--- src/rtl/sbsram_pkg.sv ---
package sbsram_pkg;
    typedef enum logic [1:0] {
        ST_IDLE  = 2'd0,
        ST_FIRST = 2'd1,
        ST_BURST = 2'd2,
        ST_DESEL = 2'd3
    } sb_state_e;
endpackage

--- src/rtl/sbsram_addr_ctl.sv ---
module sbsram_addr_ctl
    import sbsram_pkg::*;
#(
    parameter int ADDR_W = 6
) (
    input  logic              clk,
    input  logic              rst_n,
    input  logic              strobe_proc_n,
    input  logic              strobe_ctl_n,
    input  logic              sel1_n,
    input  logic              sel2,
    input  logic              sel3_n,
    input  logic [ADDR_W-1:0] addr,
    input  logic              adv_n,
    output sb_state_e         state,
    output logic [ADDR_W-3:0] base_up,
    output logic [1:0]        burst_cnt,
    output logic              take,
    output logic              active,
    output logic              mask
);
    localparam int UP_W = ADDR_W - 2;

    sb_state_e       st_q, st_nx;
    logic            valid;
    logic [UP_W-1:0] up_q;
    logic [1:0]      cnt_q;

    // strobe qualification: processor strobe only counts with select 1 low
    always_comb begin
        take  = !strobe_ctl_n || (!strobe_proc_n && !sel1_n);
        valid = !sel1_n && sel2 && !sel3_n;
    end

    always_comb begin
        st_nx = st_q;
        unique case (st_q)
            ST_IDLE, ST_DESEL: begin
                if (take) st_nx = valid ? ST_FIRST : ST_DESEL;
            end
            ST_FIRST, ST_BURST: begin
                if (take) st_nx = valid ? ST_BURST : ST_DESEL;
                else      st_nx = ST_BURST;
            end
            default: st_nx = ST_IDLE;
        endcase
    end

    always_ff @(posedge clk or negedge rst_n) begin
        if (!rst_n) st_q <= ST_IDLE;
        else        st_q <= st_nx;
    end

    always_ff @(posedge clk or negedge rst_n) begin
        if (!rst_n) begin
            up_q  <= '0;
            cnt_q <= '0;
        end else if (take && valid) begin
            up_q  <= addr[ADDR_W-1:2];
            cnt_q <= addr[1:0];
        end else if (!take && active && !adv_n) begin
            cnt_q <= cnt_q + 2'd1;
        end
    end

    always_comb begin
        state     = st_q;
        base_up   = up_q;
        burst_cnt = cnt_q;
        active    = (st_q == ST_FIRST) || (st_q == ST_BURST);
        mask      = (st_q == ST_FIRST);
    end
endmodule

--- src/rtl/sbsram_wr_dec.sv ---
module sbsram_wr_dec #(
    parameter int LANES = 4
) (
    input  logic             active,
    input  logic             take,
    input  logic             gwr_n,
    input  logic             bwen_n,
    input  logic [LANES-1:0] bsel_n,
    output logic [LANES-1:0] lane_we,
    output logic             wr_req
);
    always_comb wr_req = !gwr_n || (!bwen_n && (bsel_n != {LANES{1'b1}}));

    for (genvar k = 0; k < LANES; k++) begin : g_lane
        always_comb lane_we[k] = active && !take && (!gwr_n || (!bwen_n && !bsel_n[k]));
    end
endmodule

--- src/rtl/sbsram_array.sv ---
module sbsram_array #(
    parameter int ADDR_W = 6,
    parameter int LANES  = 4,
    parameter int LANE_W = 9
) (
    input  logic                    clk,
    input  logic [LANES-1:0]        we,
    input  logic [ADDR_W-1:0]       wa,
    input  logic [LANES*LANE_W-1:0] wd,
    input  logic [ADDR_W-1:0]       ra,
    output logic [LANES*LANE_W-1:0] rd
);
    localparam int DEPTH = 1 << ADDR_W;

    for (genvar k = 0; k < LANES; k++) begin : g_bank
        logic [LANE_W-1:0] mem [DEPTH];
        always_ff @(posedge clk) begin
            if (we[k]) mem[wa] <= wd[k*LANE_W +: LANE_W];
        end
        always_comb rd[k*LANE_W +: LANE_W] = mem[ra];
    end
endmodule

--- src/rtl/sbsram_core.sv ---
module sbsram_core
    import sbsram_pkg::*;
#(
    parameter int ADDR_W = 6,
    parameter int LANES  = 4,
    parameter int LANE_W = 9
) (
    input  logic                    clk,
    input  logic                    rst_n,
    input  logic                    strobe_proc_n,
    input  logic                    strobe_ctl_n,
    input  logic                    sel1_n,
    input  logic                    sel2,
    input  logic                    sel3_n,
    input  logic [ADDR_W-1:0]       addr,
    input  logic                    adv_n,
    input  logic                    gwr_n,
    input  logic                    bwen_n,
    input  logic [LANES-1:0]        bsel_n,
    input  logic                    oe_n,
    input  logic [LANES*LANE_W-1:0] din,
    output logic [LANES*LANE_W-1:0] dout,
    output logic                    dq_drive
);
    sb_state_e         cur_state;
    logic [ADDR_W-3:0] base_up;
    logic [1:0]        burst_cnt;
    logic              take, active, mask, wr_req;
    logic [LANES-1:0]  lane_we;
    logic [ADDR_W-1:0] cur_addr;

    sbsram_addr_ctl #(.ADDR_W(ADDR_W)) u_ctl (
        .clk(clk), .rst_n(rst_n),
        .strobe_proc_n(strobe_proc_n), .strobe_ctl_n(strobe_ctl_n),
        .sel1_n(sel1_n), .sel2(sel2), .sel3_n(sel3_n),
        .addr(addr), .adv_n(adv_n),
        .state(cur_state), .base_up(base_up), .burst_cnt(burst_cnt),
        .take(take), .active(active), .mask(mask)
    );

    sbsram_wr_dec #(.LANES(LANES)) u_wr (
        .active(active), .take(take), .gwr_n(gwr_n), .bwen_n(bwen_n),
        .bsel_n(bsel_n), .lane_we(lane_we), .wr_req(wr_req)
    );

    always_comb cur_addr = {base_up, burst_cnt};

    sbsram_array #(.ADDR_W(ADDR_W), .LANES(LANES), .LANE_W(LANE_W)) u_mem (
        .clk(clk), .we(lane_we), .wa(cur_addr), .wd(din),
        .ra(cur_addr), .rd(dout)
    );

    // output control: asynchronous enable, masked first clock, off while writing
    always_comb dq_drive = active && !mask && !oe_n && !wr_req;
endmodule

--- config.mk ---
export PLATFORM = sky130hd
export DESIGN_NAME = sbsram_core
export DESIGN_NICKNAME = d
export VERILOG_FILES = /design/src/rtl/sbsram_pkg.sv /design/src/rtl/sbsram_addr_ctl.sv /design/src/rtl/sbsram_wr_dec.sv /design/src/rtl/sbsram_array.sv /design/src/rtl/sbsram_core.sv
export SDC_FILE = /design/constraint.sdc
export NUM_CORES = 2
export LEC_CHECK = 0
export ABC_AREA = 1
export ABC_CLOCK_PERIOD_IN_PS = 2620
export BUFFER_PORTS_ARGS = -buffer_cell sky130_fd_sc_hd__buf_2
export CAP_MARGIN = 20
export CORE_MARGIN = 2
export CORE_UTILIZATION = 45
export CTS_CLUSTER_SIZE = 20
export DETAILED_ROUTE_END_ITERATION = 10
export PLACE_DENSITY = 0.62
export SLEW_MARGIN = 25
export SYNTH_ARGS = -nofsm -noshare
export SYNTH_HDL_FRONTEND = slang
export SYNTH_SLANG_ARGS = --single-unit
--- constraint.sdc ---
create_clock -name clk -period 2.62 [get_ports clk]
set_input_delay 0.131 -clock clk [delete_from_list [all_inputs] [get_ports clk]]
set_output_delay 0.131 -clock clk [all_outputs]
set_load 0.03 [all_outputs]
==> reports/results.ini <==
[synthesis]
async_reset_ff_frac = 0.00346
synthTopCellsByArea = edfxtp_1 (70%), nand2_1 (24%), nor2_1 (1.6%)
synthMostInstantiatedCell = nand2_1
syn_area_per_cell_um2 = 10.1
syn-num-nets = 9807
synth.top_cell.area_share = 0.705
synth_edf_count = 2304
ys.flop_type = edfxtp_1
syn_area_mm2 = 0.0982
synth_cell_types = 26
seq_area_frac_synth = 0.707
ys_warn_count = 0
synth_area_leader_cell = edfxtp_1
synth.ff_latch_count = 2312
synth_common_cells = nand2_1 (6,357), edfxtp_1 (2,304), nor2_1 (414)
synthCells = 9749

[final_layout]
register_area_mm2 = 0.0694
multi_input_area_mm2 = 0.0271
drive_above_1_share = 0.144
area_delta_synth_final_pct = 21.1
fin_nets = 10483
fin_area_mm2 = 0.119
fillers = 18464

[setup_path]
ff2ff_path_depth = 10
worstSetupPathType = flip-flop to output port
critPathArrivalTime_ps = 3250
crit_required_ps = 2490
worst_setup_path_start_kind = flip-flop
critical_path.endpoint_type = output port
r2r_slack_ps = 20
regToRegEndpoint = u_mem.g_bank[0].mem[38][7]$_DFFE_PP_
r2r-start = u_ctl.burst_cnt[0]$_DFFE_PN0P_
worst-path-max-fanout = 10

[timing]
worst_pin_slew_ps = 1020
hold_viol_final = 0
setup_ws_ps = -759
skew_ps = 34.1
setup-violations-final = 36
slew_headroom = 0.318
max_freq_ghz = 0.296
period_share = 1.29
post-route-min-period_ps = 3380
rsz0062_at_grt = yes
finalMaxSlewViolations = 0
holdWs_ps = 101

[floorplan]
num_io_pins = 94
rows = 171
die_area_mm2 = 0.222
die_w_um = 471
initial_core_util = 0.453
core_mm2 = 0.217
fp.dieH_um = 471

[route]
via_per_inst = 5.28
drc = 0
antenna_left = 0
drt_iter0_drc = 8381
drt_first_pass_iters = 8
post_drt_wl_per_cell_um = 22.7
wl_um = 307000
route.vias.total = 71321

[grt]
grt_pass1_vias = 67723
antenna_found_initial = 32
grt_overflow_total = 0
track_usage = 0.271
grt_pass1_wl_um = 446000
grt_max_degree = 65

[outcome]
status = finished, violations left
violations = negative setup slack

[pwr]
p_leak_nw = 50.0
total_power_mw = 121
pwr_density_cell_mw_per_mm2 = 1020
peakVddDrop_mv = 0.668

[clock_network]
numCtsBuffers = 233
htreeDepth = 4
clkTransAtPathRegs_ps = 60
cts_tree = built
cts_buffer_depth = 3
cts.sinks = 2312
root_buffer = clkbuf_16
clock_latency_ps = 880

[placement]
port_buffers = 93
place_hpwl_um = 186000
dpl-instance-area_mm2 = 0.107
gp_congestion = 0.882

[hold_path]
min_from = addr[4]
holdPathStages = 4
min_to = u_ctl.base_up[2]$_DFFE_PN0P_
min_path_type = input port to flip-flop

[run]
max-cap-violations = 0

-- where the power goes --
group | switching, mW | internal (mW) | total [mW] | leakage (nW)
combinational | 29.1 | 16.8 | 45.9 | 25.4
clock | 14.4 | 19.6 | 34.0 | 3.80
sequential | 0.0957 | 40.8 | 40.9 | 20.8
total | 43.6 | 77.2 | 121 | 50.0
-- timing repair --
item                                   4_1_cts  5_1_grt
setup buffers                               39       12
resized for setup                          452       86
hold buffers                                53        0
cloned                                      38       15
setup endpoints to repair                   72      103
pin swaps                                   68       58
endpoints found under the hold margin     1529        0
-- critical path, cell delays in order, from the launching register on --
cell and delay [ps]:
dfrtp_4 520, buf_12 170, inv_16 110, buf_16 170, buf_16 180, buf_12 130, buf_16 130, nand2_1 60
nand2_1 60, nand2_1 50, nand2_1 80, nand2_1 70, nand2_1 90, nand2_1 60, nand2_1 80, nor2_2 50
buf_6 130, nand2_4 70, buf_6 120
-- sequential cells by signal, summed over array words and instances (netlist names) --
name              count
u_ctl.base_up         4
u_ctl.burst_cnt       2
u_ctl.state           2
u_mem.g_bank.mem   2304
-- how the worst max path moves through the flow --
stage	from	endpoint	depth (start not counted)
2_1_floorplan	u_ctl.state[0]$_DFFE_PN0P_	u_mem.g_bank[0].mem[6][0]$_DFFE_PP_	6
3_3_place_gp	u_ctl.burst_cnt[0]$_DFFE_PN0P_	dout[17]	14
3_5_place_dp	u_ctl.burst_cnt[0]$_DFFE_PN0P_	dout[17]	14
4_1_cts	u_ctl.burst_cnt[0]$_DFFE_PN0P_	dout[9]	16
5_1_grt	u_ctl.burst_cnt[0]$_DFFE_PN0P_	dout[22]	17
6_report	u_ctl.burst_cnt[0]$_DFFE_PN0P_	dout[0]	18
-- logic make-up (layout without fill, tap and decap cells) --
family / Yosys count / after routing / synth area share
simple gates: 6852 / 6852 / 0.264
flops: 2312 / 2312 / 0.707
buf+inv: 553 / 1431 / 0.0275
compound gates: 31 / 31 / 0.00177
fa+ha+maj: 1 / 1 / 0.000127
other cells: 0 / 19 / 0
-- cell usage in the layout (no fill, tap or decap), types with 5 or more instances in the layout --
master and count:
diode_2 19, nor3_4 9, dlygate4sd3_1 53, dfrtp_1 5
clkinvlp_4 8, clkinv_8 5, edfxtp_1 2304, buf_8 5
buf_12 145, nand2_2 175, clkbuf_1 39, bufinv_16 30
o21ai_0 12, buf_6 82, nand2_4 18, o211ai_1 5
inv_1 42, clkbuf_16 253, buf_16 52, buf_4 526
nor2_2 25, o21ai_1 5, nand2_1 6164, clkinv_2 52
buf_2 57, nor2_1 355, bufbuf_16 10, nor2_4 44
clkinv_1 56, nand3_1 51
-- area by class of cell --
class | count | area share
timing repair buffer | 944 | 0.0906
antenna | 19 | 0.000400
inverter | 48 | 0.00182
clock buffer | 278 | 0.0515
sequential | 2312 | 0.584
clock inverter | 159 | 0.0139
multi-input combinational | 6884 | 0.228
timing repair inverter | 2 | 0.000210
tap | 2854 | 0.0300
-- metrics by stage --
stage	utilization	TNS [ps]	cells	setup slack [ps]
after global routing	0.548	-28110	13490	-850
after floorplan	-	0	9749	432
final	0.548	-23950	13500	-759
after CTS	0.545	-24550	13458	-751
after global placement	0.493	-2360	12896	-399
after detailed placement	0.493	-3610	12896	-393
-- layer usage --
| layer | GRT usage | vias to the layer above | share of wire |
|---|---|---|---|
| li1 | - | 32892 | - |
| met1 | 0.361 | 34518 | 0.40 |
| met2 | 0.435 | 3282 | 0.47 |
| met3 | 0.0504 | 615 | 0.086 |
| met4 | 0.119 | 14 | 0.045 |
| met5 | 0 | - | 0.00031 |
No activity file was read; power rests on OpenSTA's default activity.
